## config.mk

```make
export PLATFORM = sky130hd
export DESIGN_NAME = hdlc_rx_deframer
export DESIGN_NICKNAME = d
export VERILOG_FILES = /design/src/rtl/hdlc_rx_pkg.sv /design/src/rtl/hdlc_rx_flagger.sv /design/src/rtl/hdlc_rx_crc.sv /design/src/rtl/hdlc_rx_octets.sv /design/src/rtl/hdlc_rx_deframer.sv
export SDC_FILE = /design/constraint.sdc
export NUM_CORES = 1
export LEC_CHECK = 0
export BUFFER_PORTS_ARGS = -buffer_cell sky130_fd_sc_hd__clkbuf_2
export CORE_UTILIZATION = 50
export CTS_BUF_LIST = sky130_fd_sc_hd__clkbuf_8
export DETAILED_ROUTE_END_ITERATION = 6
export PLACE_DENSITY = 0.7
export SETUP_SLACK_MARGIN = 0.1
export SYNTH_ARGS = -nofsm -noshare
export SYNTH_HDL_FRONTEND = slang
export SYNTH_SLANG_ARGS = --single-unit
```

## constraint.sdc

```tcl
create_clock -name clk -period 3.4 [get_ports clk]
set_clock_uncertainty 0.2 [all_clocks]
set_input_delay 0.85 -clock clk [delete_from_list [all_inputs] [get_ports clk]]
set_output_delay 0.85 -clock clk [all_outputs]
set_load 0.02 [all_outputs]
```

## src/rtl/hdlc_rx_pkg.sv

```systemverilog
package hdlc_rx_pkg;

   typedef enum logic [1:0] {
      FCS_NONE = 2'b00,
      FCS_16   = 2'b01,
      FCS_32   = 2'b10,
      FCS_OFF  = 2'b11
   } fcs_sel_e;

   localparam logic [15:0] CRC16_POLY    = 16'h8408;
   localparam logic [15:0] CRC16_RESIDUE = 16'hF0B8;
   localparam logic [31:0] CRC32_POLY    = 32'hEDB88320;
   localparam logic [31:0] CRC32_RESIDUE = 32'hDEBB20E3;

   // number of check bytes trailing a frame for a given select value
   function automatic int fcs_bytes(input logic [1:0] sel);
      case (fcs_sel_e'(sel))
         FCS_16:  return 2;
         FCS_32:  return 4;
         default: return 0;
      endcase
   endfunction

endpackage

```

## src/rtl/hdlc_rx_flagger.sv

```systemverilog
// Flag hunt, stuffed-zero removal and abort detection.
// Accepted bits pass a delay of RUN_LEN+1 stages so the bits of a flag
// are dropped before they can reach the octet assembler.
module hdlc_rx_flagger #(
   parameter int RUN_LEN = 6
) (
   input  logic clk,
   input  logic rst_n,
   input  logic in_v,
   input  logic in_b,
   output logic dat_v,
   output logic dat_b,
   output logic flag_p,
   output logic abort_p
);
   localparam int DLY = RUN_LEN + 1;
   localparam int OW  = $clog2(RUN_LEN + 2);
   localparam int DW  = $clog2(DLY + 1);

   if (RUN_LEN < 2) begin : g_bad_run
      $error("hdlc_rx_flagger: RUN_LEN must be at least 2");
   end

   logic [OW-1:0]  ones;
   logic [DLY-1:0] dly;
   logic [DW-1:0]  dcnt;
   logic           sync;

   logic stuffed, flag_c, abort_c, accept;

   always_comb begin
      stuffed = in_v && !in_b && (ones == OW'(RUN_LEN - 1));
      flag_c  = in_v && !in_b && (ones == OW'(RUN_LEN));
      abort_c = in_v &&  in_b && (ones == OW'(RUN_LEN));
      accept  = in_v && !stuffed && !flag_c && !(in_b && ones >= OW'(RUN_LEN));
   end

   always_ff @(posedge clk) begin
      if (!rst_n) begin
         ones    <= '0;
         dly     <= '0;
         dcnt    <= '0;
         sync    <= 1'b0;
         dat_v   <= 1'b0;
         dat_b   <= 1'b0;
         flag_p  <= 1'b0;
         abort_p <= 1'b0;
      end else begin
         dat_v   <= 1'b0;
         flag_p  <= 1'b0;
         abort_p <= 1'b0;
         if (in_v) begin
            if (in_b) begin
               if (ones != OW'(RUN_LEN + 1)) ones <= ones + 1'b1;
            end else begin
               ones <= '0;
            end
         end
         if (flag_c) begin
            sync   <= 1'b1;
            dcnt   <= '0;
            flag_p <= 1'b1;
         end else if (abort_c) begin
            sync    <= 1'b0;
            dcnt    <= '0;
            abort_p <= sync;
         end else if (accept) begin
            dly <= {dly[DLY-2:0], in_b};
            if (dcnt == DW'(DLY)) begin
               dat_v <= sync;
               dat_b <= dly[DLY-1];
            end else begin
               dcnt <= dcnt + 1'b1;
            end
         end
      end
   end

   AST_FLAG_ABORT_EXCL: assert property (@(posedge clk) disable iff (!rst_n) !(flag_p && abort_p));
   AST_DATA_NOT_AT_EVENT: assert property (@(posedge clk) disable iff (!rst_n) !(dat_v && (flag_p || abort_p)));
   AST_NO_DATA_AFTER_ABORT: assert property (@(posedge clk) disable iff (!rst_n) abort_p |=> !dat_v);

endmodule

```

## src/rtl/hdlc_rx_crc.sv

```systemverilog
// Serial reflected CRC over line-order bits, with residue compare.
module hdlc_rx_crc #(
   parameter int           W       = 16,
   parameter logic [W-1:0] POLY    = '0,
   parameter logic [W-1:0] RESIDUE = '0
) (
   input  logic clk,
   input  logic rst_n,
   input  logic init,
   input  logic en,
   input  logic b,
   output logic match
);
   if (W < 8) begin : g_bad_w
      $error("hdlc_rx_crc: W must be at least 8");
   end

   logic [W-1:0] crc;
   logic [W-1:0] crc_nxt;

   always_comb begin
      crc_nxt = crc >> 1;
      if (crc[0] ^ b) crc_nxt = crc_nxt ^ POLY;
   end

   always_ff @(posedge clk) begin
      if (!rst_n || init) crc <= '1;
      else if (en)        crc <= crc_nxt;
   end

   assign match = (crc == RESIDUE);

   AST_CRC_INIT: assert property (@(posedge clk) disable iff (!rst_n) init |=> crc == '1);

endmodule

```

## src/rtl/hdlc_rx_octets.sv

```systemverilog
// Octet assembly, check-byte holdback and frame marker generation.
module hdlc_rx_octets
   import hdlc_rx_pkg::*;
#(
   parameter int BYTE_W  = 8,
   parameter int MAX_FCS = 4
) (
   input  logic              clk,
   input  logic              rst_n,
   input  logic              cfg_transparent,
   input  logic              cfg_msb_first,
   input  logic              cfg_len_chk,
   input  logic [1:0]        cfg_crc_sel,
   input  logic              bit_v,
   input  logic              bit_b,
   input  logic              flag_p,
   input  logic              abort_p,
   input  logic              crc_bad,
   output logic              o_valid,
   output logic [BYTE_W-1:0] o_data,
   output logic              o_sop,
   output logic              o_eop,
   output logic              o_abort,
   output logic              o_crc_err,
   output logic              o_len_err
);
   localparam int HD = MAX_FCS + 1;
   localparam int HW = $clog2(HD + 1);
   localparam int IW = (HD > 1) ? $clog2(HD) : 1;
   localparam int BW = $clog2(BYTE_W);

   if (BYTE_W < 2) begin : g_bad_byte
      $error("hdlc_rx_octets: BYTE_W must be at least 2");
   end
   if (MAX_FCS < 0) begin : g_bad_fcs
      $error("hdlc_rx_octets: MAX_FCS must not be negative");
   end

   logic [BYTE_W-1:0] sh, sh_nxt;
   logic [BW-1:0]     bcnt;
   logic              byte_done;
   logic [BYTE_W-1:0] hold [HD];
   logic [HW-1:0]     hcnt, depth;
   logic [IW-1:0]     old_idx;
   logic [BYTE_W-1:0] oldest;
   logic              started;

   always_comb begin
      sh_nxt    = cfg_msb_first ? {sh[BYTE_W-2:0], bit_b} : {bit_b, sh[BYTE_W-1:1]};
      byte_done = (bcnt == BW'(BYTE_W - 1));
      depth     = HW'(fcs_bytes(cfg_crc_sel) + 1);
      old_idx   = IW'(depth - 1'b1);
      oldest    = hold[old_idx];
   end

   always_ff @(posedge clk) begin
      if (!rst_n) begin
         sh        <= '0;
         bcnt      <= '0;
         hcnt      <= '0;
         started   <= 1'b0;
         o_valid   <= 1'b0;
         o_data    <= '0;
         o_sop     <= 1'b0;
         o_eop     <= 1'b0;
         o_abort   <= 1'b0;
         o_crc_err <= 1'b0;
         o_len_err <= 1'b0;
         for (int i = 0; i < HD; i++) hold[i] <= '0;
      end else begin
         o_valid   <= 1'b0;
         o_sop     <= 1'b0;
         o_eop     <= 1'b0;
         o_abort   <= 1'b0;
         o_crc_err <= 1'b0;
         o_len_err <= 1'b0;
         if (cfg_transparent) begin
            if (bit_v) begin
               sh   <= sh_nxt;
               bcnt <= byte_done ? '0 : bcnt + 1'b1;
               if (byte_done) begin
                  o_valid <= 1'b1;
                  o_data  <= sh_nxt;
               end
            end
         end else if (bit_v) begin
            sh   <= sh_nxt;
            bcnt <= byte_done ? '0 : bcnt + 1'b1;
            if (byte_done) begin
               for (int i = HD - 1; i > 0; i--) hold[i] <= hold[i-1];
               hold[0] <= sh_nxt;
               if (hcnt == depth) begin
                  o_valid <= 1'b1;
                  o_data  <= oldest;
                  o_sop   <= !started;
                  started <= 1'b1;
               end else begin
                  hcnt <= hcnt + 1'b1;
               end
            end
         end else if (flag_p || abort_p) begin
            if (hcnt == depth) begin
               o_valid   <= 1'b1;
               o_data    <= oldest;
               o_sop     <= !started;
               o_eop     <= 1'b1;
               o_abort   <= abort_p;
               o_crc_err <= flag_p && crc_bad;
               o_len_err <= flag_p && cfg_len_chk && (bcnt != '0);
            end
            hcnt    <= '0;
            started <= 1'b0;
            bcnt    <= '0;
         end
      end
   end

   AST_EOP_HAS_VALID: assert property (@(posedge clk) disable iff (!rst_n) o_eop |-> o_valid);
   AST_STATUS_AT_EOP: assert property (@(posedge clk) disable iff (!rst_n) (o_abort || o_crc_err || o_len_err) |-> o_eop);
   AST_ABORT_NO_CHECKS: assert property (@(posedge clk) disable iff (!rst_n) o_abort |-> !(o_crc_err || o_len_err));
   AST_TRANSPARENT_NO_MARKS: assert property (@(posedge clk) disable iff (!rst_n) (o_valid && $past(cfg_transparent)) |-> !(o_sop || o_eop));
   AST_HOLD_BOUND: assert property (@(posedge clk) disable iff (!rst_n) hcnt <= depth);
   AST_LEN_GATED: assert property (@(posedge clk) disable iff (!rst_n) o_len_err |-> $past(cfg_len_chk));

endmodule

```

## src/rtl/hdlc_rx_deframer.sv

```systemverilog
module hdlc_rx_deframer
   import hdlc_rx_pkg::*;
#(
   parameter int BYTE_W  = 8,
   parameter int RUN_LEN = 6,
   parameter int MAX_FCS = 4
) (
   input  logic              clk,
   input  logic              rst_n,
   input  logic              bit_en,
   input  logic              bit_in,
   input  logic              cfg_transparent,
   input  logic [1:0]        cfg_crc_sel,
   input  logic              cfg_len_chk,
   input  logic              cfg_msb_first,
   input  logic              cfg_invert,
   output logic              out_valid,
   output logic [BYTE_W-1:0] out_data,
   output logic              out_sop,
   output logic              out_eop,
   output logic              out_abort,
   output logic              out_crc_err,
   output logic              out_len_err
);
   if (MAX_FCS < 2) begin : g_bad_fcs
      $error("hdlc_rx_deframer: MAX_FCS must be at least 2");
   end

   logic in_v_q, in_b_q;
   logic zf_v, zf_b, zf_flag, zf_abort;
   logic ok16, ok32, crc_bad, crc_en, crc_init;
   logic asm_v, asm_b;
   logic [1:0] eff_sel;

   // line inversion ahead of everything else
   always_ff @(posedge clk) begin
      if (!rst_n) begin
         in_v_q <= 1'b0;
         in_b_q <= 1'b0;
      end else begin
         in_v_q <= bit_en;
         in_b_q <= bit_in ^ cfg_invert;
      end
   end

   hdlc_rx_flagger #(.RUN_LEN(RUN_LEN)) u_flagger (
      .clk(clk), .rst_n(rst_n), .in_v(in_v_q), .in_b(in_b_q),
      .dat_v(zf_v), .dat_b(zf_b), .flag_p(zf_flag), .abort_p(zf_abort)
   );

   assign crc_en   = zf_v && !cfg_transparent;
   assign crc_init = zf_flag || zf_abort;

   hdlc_rx_crc #(.W(16), .POLY(CRC16_POLY), .RESIDUE(CRC16_RESIDUE)) u_crc16 (
      .clk(clk), .rst_n(rst_n), .init(crc_init), .en(crc_en), .b(zf_b), .match(ok16)
   );

   if (MAX_FCS >= 4) begin : g_crc32
      hdlc_rx_crc #(.W(32), .POLY(CRC32_POLY), .RESIDUE(CRC32_RESIDUE)) u_crc32 (
         .clk(clk), .rst_n(rst_n), .init(crc_init), .en(crc_en), .b(zf_b), .match(ok32)
      );
      assign eff_sel = cfg_crc_sel;
   end else begin : g_no_crc32
      assign ok32    = 1'b1;
      assign eff_sel = (cfg_crc_sel == FCS_32) ? FCS_OFF : cfg_crc_sel;
   end

   always_comb begin
      case (fcs_sel_e'(eff_sel))
         FCS_16:  crc_bad = !ok16;
         FCS_32:  crc_bad = !ok32;
         default: crc_bad = 1'b0;
      endcase
   end

   assign asm_v = cfg_transparent ? in_v_q : zf_v;
   assign asm_b = cfg_transparent ? in_b_q : zf_b;

   hdlc_rx_octets #(.BYTE_W(BYTE_W), .MAX_FCS(MAX_FCS)) u_octets (
      .clk(clk), .rst_n(rst_n),
      .cfg_transparent(cfg_transparent), .cfg_msb_first(cfg_msb_first),
      .cfg_len_chk(cfg_len_chk), .cfg_crc_sel(eff_sel),
      .bit_v(asm_v), .bit_b(asm_b), .flag_p(zf_flag), .abort_p(zf_abort),
      .crc_bad(crc_bad),
      .o_valid(out_valid), .o_data(out_data), .o_sop(out_sop), .o_eop(out_eop),
      .o_abort(out_abort), .o_crc_err(out_crc_err), .o_len_err(out_len_err)
   );

   AST_RESET_QUIET: assert property (@(posedge clk) disable iff (!rst_n) $rose(rst_n) |-> !out_valid);

endmodule

```

### After elaboration in Yosys (flattened, before gate mapping)

Memory sizes are Yosys's and may differ from the RTL's.
Index checks and enable logic that the tools add are counted.

| operators by class | value |
|---|---|
| add/sub/neg operators | 6 |
| magnitude comparators | 1 |
| reductions and logical operators | 41 |
| multiplexer cells | 51 |
| bitwise gates (word level) | 18 |
| equality and inequality tests | 16 |

Operators with widths:

| operator | number |
|---|---|
| two-way mux 8 bit | 13 |
| == test 32 bit (second input constant) | 1 |
| two-way mux 32 bit | 1 |
| two-way mux 3 bit | 10 |
| two-way mux 1 bit | 24 |
| == test 16 bit (second input constant) | 1 |
| two-way mux 16 bit | 1 |
| AND reduction 4 bit | 4 |
| adder 3 x 1 -> 3 bit (second input constant) | 5 |
| inverter 13 -> 14 bit | 1 |
| logical AND 1 bit | 13 |
| == test 3 bit (second input constant) | 4 |
| inequality test 2 x 1 -> 1 bit (second input constant) | 5 |
| OR reduction 5 bit | 2 |
| logical NOT 1 bit | 9 |
| OR reduction 3 bit | 3 |
| inverter 1 bit | 8 |
| one-hot mux 3 bit (2 select lines) | 1 |
| AND reduction 2 bit | 3 |
| OR 1 bit | 5 |
| nonzero test 2 bit | 2 |
| == test 3 bit | 1 |
| >= comparator 3 bit (second input constant) | 1 |
| inequality test 3 bit (second input constant) | 1 |
| 11 further kinds | 14 |

| storage, ports and cells | value |
|---|---|
| memory bits (writable) | 40 |
| output and inout bits | 14 |
| input bits | 10 |
| word-level logic and storage cells | 157 |
| memories | 1 |
| register bits after elaboration | 97 |

Memories:

| name | depth | bits a word | rd ports | clocked after Yosys merged registers in | wr ports | line | text |
|---|---|---|---|---|---|---|---|
| u_octets.hold | 5 | 8 | 5 | 0 | 5 | hdlc_rx_octets.sv:42 | `logic [BYTE_W-1:0] hold [HD];` |

### Longest topological paths before layout

| depth | value |
|---|---|
| depth after elaboration | 9 |
| depth in mapped cells | 8 |
| mapped depth without buffers | 6 |

### Hierarchy

A second synthesis with hierarchy kept.

| second synthesis, totals | value |
|---|---|
| cell total of the unflattened synthesis | 554 |
| area, all modules | 6180.9 um^2 |

By module, submodules not included:

| module | instances | seq. area each (um^2) | area an instance (um^2) | cells an instance |
|---|---|---|---|---|
| hdlc_rx_octets | 1 | 1781.7 | 3186.8 | 262 |
| hdlc_rx_crc (g_crc32.u_crc32) | 1 | 640.6 | 1320.0 | 132 |
| hdlc_rx_flagger | 1 | 360.3 | 845.8 | 82 |
| hdlc_rx_crc (u_crc16) | 1 | 320.3 | 679.4 | 62 |
| hdlc_rx_deframer | 1 | 40.0 | 148.9 | 16 |

### Worst setup path before layout

Ideal clock, no wire load.

| timing | value |
|---|---|
| kind | input to register |
| start point | input port rst_n |
| end point | memory u_octets.hold[0][0], enable pin |
| cell stages on the path | 3 |
| setup time | 0.530 ns |
| setup slack | 0.593 ns |
| path buffers | 2 |
| data arrival time | 2.077 ns |
| data required time | 2.670 ns |
| cell sequence | clkbuf_1 > clkbuf_1 > nand2_1 |

RTL lines:

| what | line | text |
|---|---|---|
| start, declared | hdlc_rx_deframer.sv:9 | `input logic rst_n,` |
| end, declared | hdlc_rx_octets.sv:42 |  |

### Worst setup path in the final report

| timing | value |
|---|---|
| start point | input port cfg_crc_sel[1] |
| end point | register u_octets.o_data[4] |

| between the ends | value |
|---|---|
| longest elaborated chain between the ends | 9 |
| elaborated cells between the ends (all ways) | 12 |
| those cells by class | 2 x add/sub; 3 x eq/ne; 6 x mux; 1 x memory |

RTL lines:

| what | line | text |
|---|---|---|
| start, declared | hdlc_rx_deframer.sv:13 | `input logic [1:0] cfg_crc_sel,` |
| == test 2 bit or == test 2 x 1 -> 1 bit (tied branches) | hdlc_rx_pkg.sv:17 | `case (fcs_sel_e'(sel))` |
| one-hot mux 3 bit (2 select lines) (*) | hdlc_rx_pkg.sv:17 |  |
| adder 3 x 1 -> 3 bit (*) | hdlc_rx_octets.sv:51 | `depth = HW'(fcs_bytes(cfg_crc_sel) + 1);` |
| subtractor 3 x 1 -> 3 bit | hdlc_rx_octets.sv:52 | `old_idx = IW'(depth - 1'b1);` |
| memory read (5 x 8 bit) | - |  |
| two-way mux 8 bit (*) | hdlc_rx_octets.sv:92, hdlc_rx_octets.sv:102 |  |
| two-way mux 8 bit, on equally long branches | hdlc_rx_octets.sv:101, hdlc_rx_octets.sv:89 |  |
| two-way mux 8 bit (*) | hdlc_rx_octets.sv:86 | `end else if (bit_v) begin` |
| two-way mux 8 bit (*) | hdlc_rx_octets.sv:77 | `if (cfg_transparent) begin` |
| end signal, assigned | hdlc_rx_octets.sv:83 | `o_data <= sh_nxt;` |
| end signal, assigned | hdlc_rx_octets.sv:94 | `o_data <= oldest;` |
| end signal, assigned | hdlc_rx_octets.sv:104 | `o_data <= oldest;` |
| end, declared | hdlc_rx_octets.sv:20 | `output logic [BYTE_W-1:0] o_data,` |

Mark *: on every way between the ends. The rest lies on a longest branch, timed or not. The select of a mux whose other input is x is not followed.
A chain may end at the register's enable or synchronous reset.

==> flow_summary.rst <==
.. list-table::
   :header-rows: 1

   * - Metric
     - Value
   * - Synthesized flop and latch total
     - 137
   * - DIE HEIGHT
     - 110 um
   * - Detailed-route DRC error count
     - 0
   * - XOR/XNOR share of the synthesized area
     - 2.99%
   * - Most instantiated flip-flop cell in the synthesis netlist
     - dfxtp_1
   * - Overall routed net length
     - 11600 um
   * - Site Rows
     - 39
   * - Internal power of the cells
     - 2.39 mW
   * - Net Sw Power
     - 692 uW
   * - Power density relative to cell area
     - 479 nW/um^2
   * - Fin. Hold Viols
     - 0
   * - Final worst-path setup slack
     - 1.06 ns
   * - Post-Syn Nets
     - 630
   * - Worst Setup Slack post-DPL
     - 0.659 ns
   * - Maximum clock path buffer count
     - 2
   * - Peak clock frequency supported by timing
     - 0.428 GHz
   * - Complex-gate fraction of the synthesized area
     - 9.85%
   * - Post-cts resize count
     - 0
   * - Switching share of power
     - 22.5%
   * - Pin count of the biggest net entering global routing
     - 65
   * - Count of maximum capacitance violations
     - 0
   * - Worst vdd ir
     - 0.507 mV
   * - Setup_tns
     - 0 ns
   * - Adder-cell share of the synthesized area
     - 2.77%
   * - Total congestion overflow
     - 0
   * - Number of iterations in the first detailed-routing pass
     - 5
   * - Hpwl dp
     - 7560 um
   * - Largest family of logic cells by synthesized area
     - simple AND/OR/NAND/NOR gates
   * - Avg Synthesized Cell Area
     - 9.67 sq um
   * - Floorplan die width
     - 110 um
   * - Warnings, synthesis
     - 0
   * - Total number of vias
     - 4203
   * - Synth unique cells
     - 46
   * - Register share of total power
     - 55.7%
   * - Violation count after the first detailed-route iteration
     - 311
   * - Hold WC Path Type
     - register to register
   * - Multiplexer fraction of the synthesized cell area
     - 4.52%
   * - Vias per cell
     - 5.41
   * - Setup crit start kind
     - input pin
   * - TritonCTS clock tree
     - built
   * - Last weighted congestion value of the routability-driven placer
     - 0.784
   * - Crit share post-route
     - 68.7%
   * - DIE AREA
     - 12200 sq um
   * - Clock Sink Count
     - 137
   * - Unrepaired setup endpoints after global routing
     - false
   * - Number of top-level design ports
     - 24
   * - Via count of the first global-routing pass
     - 3855
   * - Crit end category
     - register
   * - Setup-violating endpoint count in the final report
     - 0
   * - Number of antenna violations at the first check in global routing
     - 0
   * - Number of nets with antenna violations after detailed routing
     - 0
   * - Worst-Skew Late Latency
     - 0.44 ns
   * - Power, Total
     - 3.08 mW
   * - Proportion of synthesized chip area in sequential cells
     - 53.6%
   * - Relative contribution of combinational cells to total power
     - 4.0%
   * - H-tree depth reported by CTS
     - 4
   * - Cell count after synthesis
     - 607
   * - Initial standard-cell utilization of the core
     - 51.4%
   * - Post-Syn Area
     - 5870 sq um
   * - Minimum clock period after layout
     - 2.34 ns
   * - Clk pwr share
     - 40.4%
   * - All-Layer GR Usage
     - 20.5%
   * - Number of clock buffers inserted by TritonCTS
     - 17
   * - Clk slew on worst S/H paths
     - 0.07 ns
   * - Data arrival at the endpoint of the critical path
     - 2.49 ns
   * - Leakage
     - 2.71 nW
   * - Synthesis-to-finish area growth
     - 9.72%
   * - Post-CTS setup buffers
     - 0
   * - Wire length of the first global-routing pass
     - 18600 um
   * - Area fraction in and, or, nand and nor cells after synthesis
     - 22.4%
   * - Most common cell after layout, fill and taps aside
     - nand2_1
   * - Total number of nets in the final design
     - 644
   * - Post-synthesis async set-or-reset flop share
     - 0%
   * - Buffer type at the clock tree root
     - clkbuf_8
   * - Core occupancy in the finished layout
     - 56.4%
   * - Slew Limit Fails
     - 0
   * - Count of flip-flops with a built-in enable after synthesis
     - 40
   * - Highest net fanout along the worst path
     - 9
   * - Number of hold buffers added after CTS
     - 0
   * - Transition time of the tightest slew-check pin
     - 0.618 ns
   * - Routed wire length per instance
     - 15.0 um
   * - Commonest cells after routing, fill and taps aside
     - nand2_1, dfxtp_1, nand3_1, edfxtp_1, and2_1
   * - Core footprint
     - 11400 sq um
   * - Slew headroom
     - 58.8%
   * - Count of buffers inserted at the top-level ports
     - 23
   * - Fraction of layout instances using a drive strength above 1
     - 10.6%
   * - Antenna diode count
     - 0
   * - Required time at the worst-slack endpoint
     - 3.56 ns
   * - Critical path class
     - input pin to register
   * - Run status
     - complete, no violations
## metal layers
layer	part of all wire [%]	track usage [%]	up-vias
met5	0	0	-
met4	1.1	8.55	0
met3	4.3	6.11	10
met2	46	30.2	68
met1	49	28.0	1993
li1	-	-	2132
## state kept, by name, summed over array words and instances, names as in the netlist, 3 cells and up
| name | flops |
|---|---|
| u_flagger.dcnt | 3 |
| u_octets.bcnt | 3 |
| u_flagger.dly | 7 |
| u_octets.o_data | 8 |
| u_octets.hold | 40 |
| g_crc32.u_crc32.crc | 32 |
| u_octets.sh | 8 |
| u_octets.hcnt | 3 |
| u_flagger.ones | 3 |
| u_crc16.crc | 16 |
## layout make-up
class	count	area, sq um
clock buffer	18	248
clock inverter	14	118
fill	1001	4980
inverter	14	52.6
multi-input combinational	417	2500
sequential	137	3140
tap	143	179
timing repair buffer	34	198
## worst max-delay path, stage by stage
cell,delay (ns)
clkbuf_2,0.10
inv_1,0.05
ha_1,0.15
buf_4,0.21
xor2_1,0.22
and3b_1,0.25
a32oi_1,0.16
buf_4,0.24
mux2i_1,0.24
## cells in the mapped netlist, drive strengths merged, types with 2 or more instances
cell / instances / area [sq um]
xor2: 3 / 26.3
o211ai: 15 / 113
nand4b: 3 / 26.3
and2: 33 / 206
o31ai: 4 / 30.0
buf: 17 / 95.1
or4b: 2 / 20.0
xnor2: 17 / 149
nor2b: 18 / 113
a21o: 2 / 15.0
mux2i: 25 / 250
nand4: 6 / 37.5
nor3: 3 / 15.0
o41ai: 2 / 17.5
clkbuf: 22 / 83.8
edfxtp: 40 / 1200
a211oi: 19 / 143
and4b: 2 / 20.0
and3: 2 / 12.5
nand2: 106 / 398
a22oi: 3 / 22.5
a21oi: 19 / 95.1
inv: 14 / 52.6
nor2: 33 / 124
o21ai: 21 / 109
nand2b: 4 / 25.0
nand3: 46 / 230
ha: 13 / 163
nand3b: 2 / 15.0
dfxtp: 97 / 1940
or4: 4 / 30.0
## metrics by stage
stage                     cell area, sq um  hold slack, ns  cells
final                                 6440           0.234    777
after CTS                             6440           0.236    777
after detailed placement              6070           0.223    745
after global routing                  6440           0.261    777
after floorplan                       5870           0.198    607
after global placement                6070           0.218    745
## final timing paths
| path | from | endpoint | slack, ns | cells after the start |
|---|---|---|---|---|
| min | u_octets.started$_SDFFE_PN0P_ | u_octets.o_sop$_SDFF_PP0_ | 0.23 | 1 |
| max reg2reg | in_b_q$_SDFF_PN0_ | u_flagger.dcnt[0]$_SDFFE_PP0P_ | 1.24 | 4 |
| min reg2reg | u_octets.started$_SDFFE_PN0P_ | u_octets.o_sop$_SDFF_PP0_ | 0.23 | 1 |
| max | cfg_crc_sel[1] | u_octets.o_data[4]$_SDFFE_PN0P_ | 1.06 | 9 |
## power by group through the flow
stage | combinational, mW | clock, mW | sequential (mW)
6_report | 0.122 | 1.24 | 1.72
4_1_cts | 0.122 | 1.27 | 1.72
2_1_floorplan | 0.0909 | 0 | 1.75
3_5_place_dp | 0.120 | 0 | 1.75
3_3_place_gp | 0.118 | 0 | 1.75
5_1_grt | 0.135 | 1.33 | 1.72
## logic make-up after synthesis
logic type | after synthesis
AO/OA/AOI/OAI | 89
multiplexers | 26
buffers and inverters | 53
XOR/XNOR | 20
flip-flops | 137
adder cells (fa/ha/maj) | 13
AND/OR/NAND/NOR | 269
No activity file was read; power rests on OpenSTA's default activity.
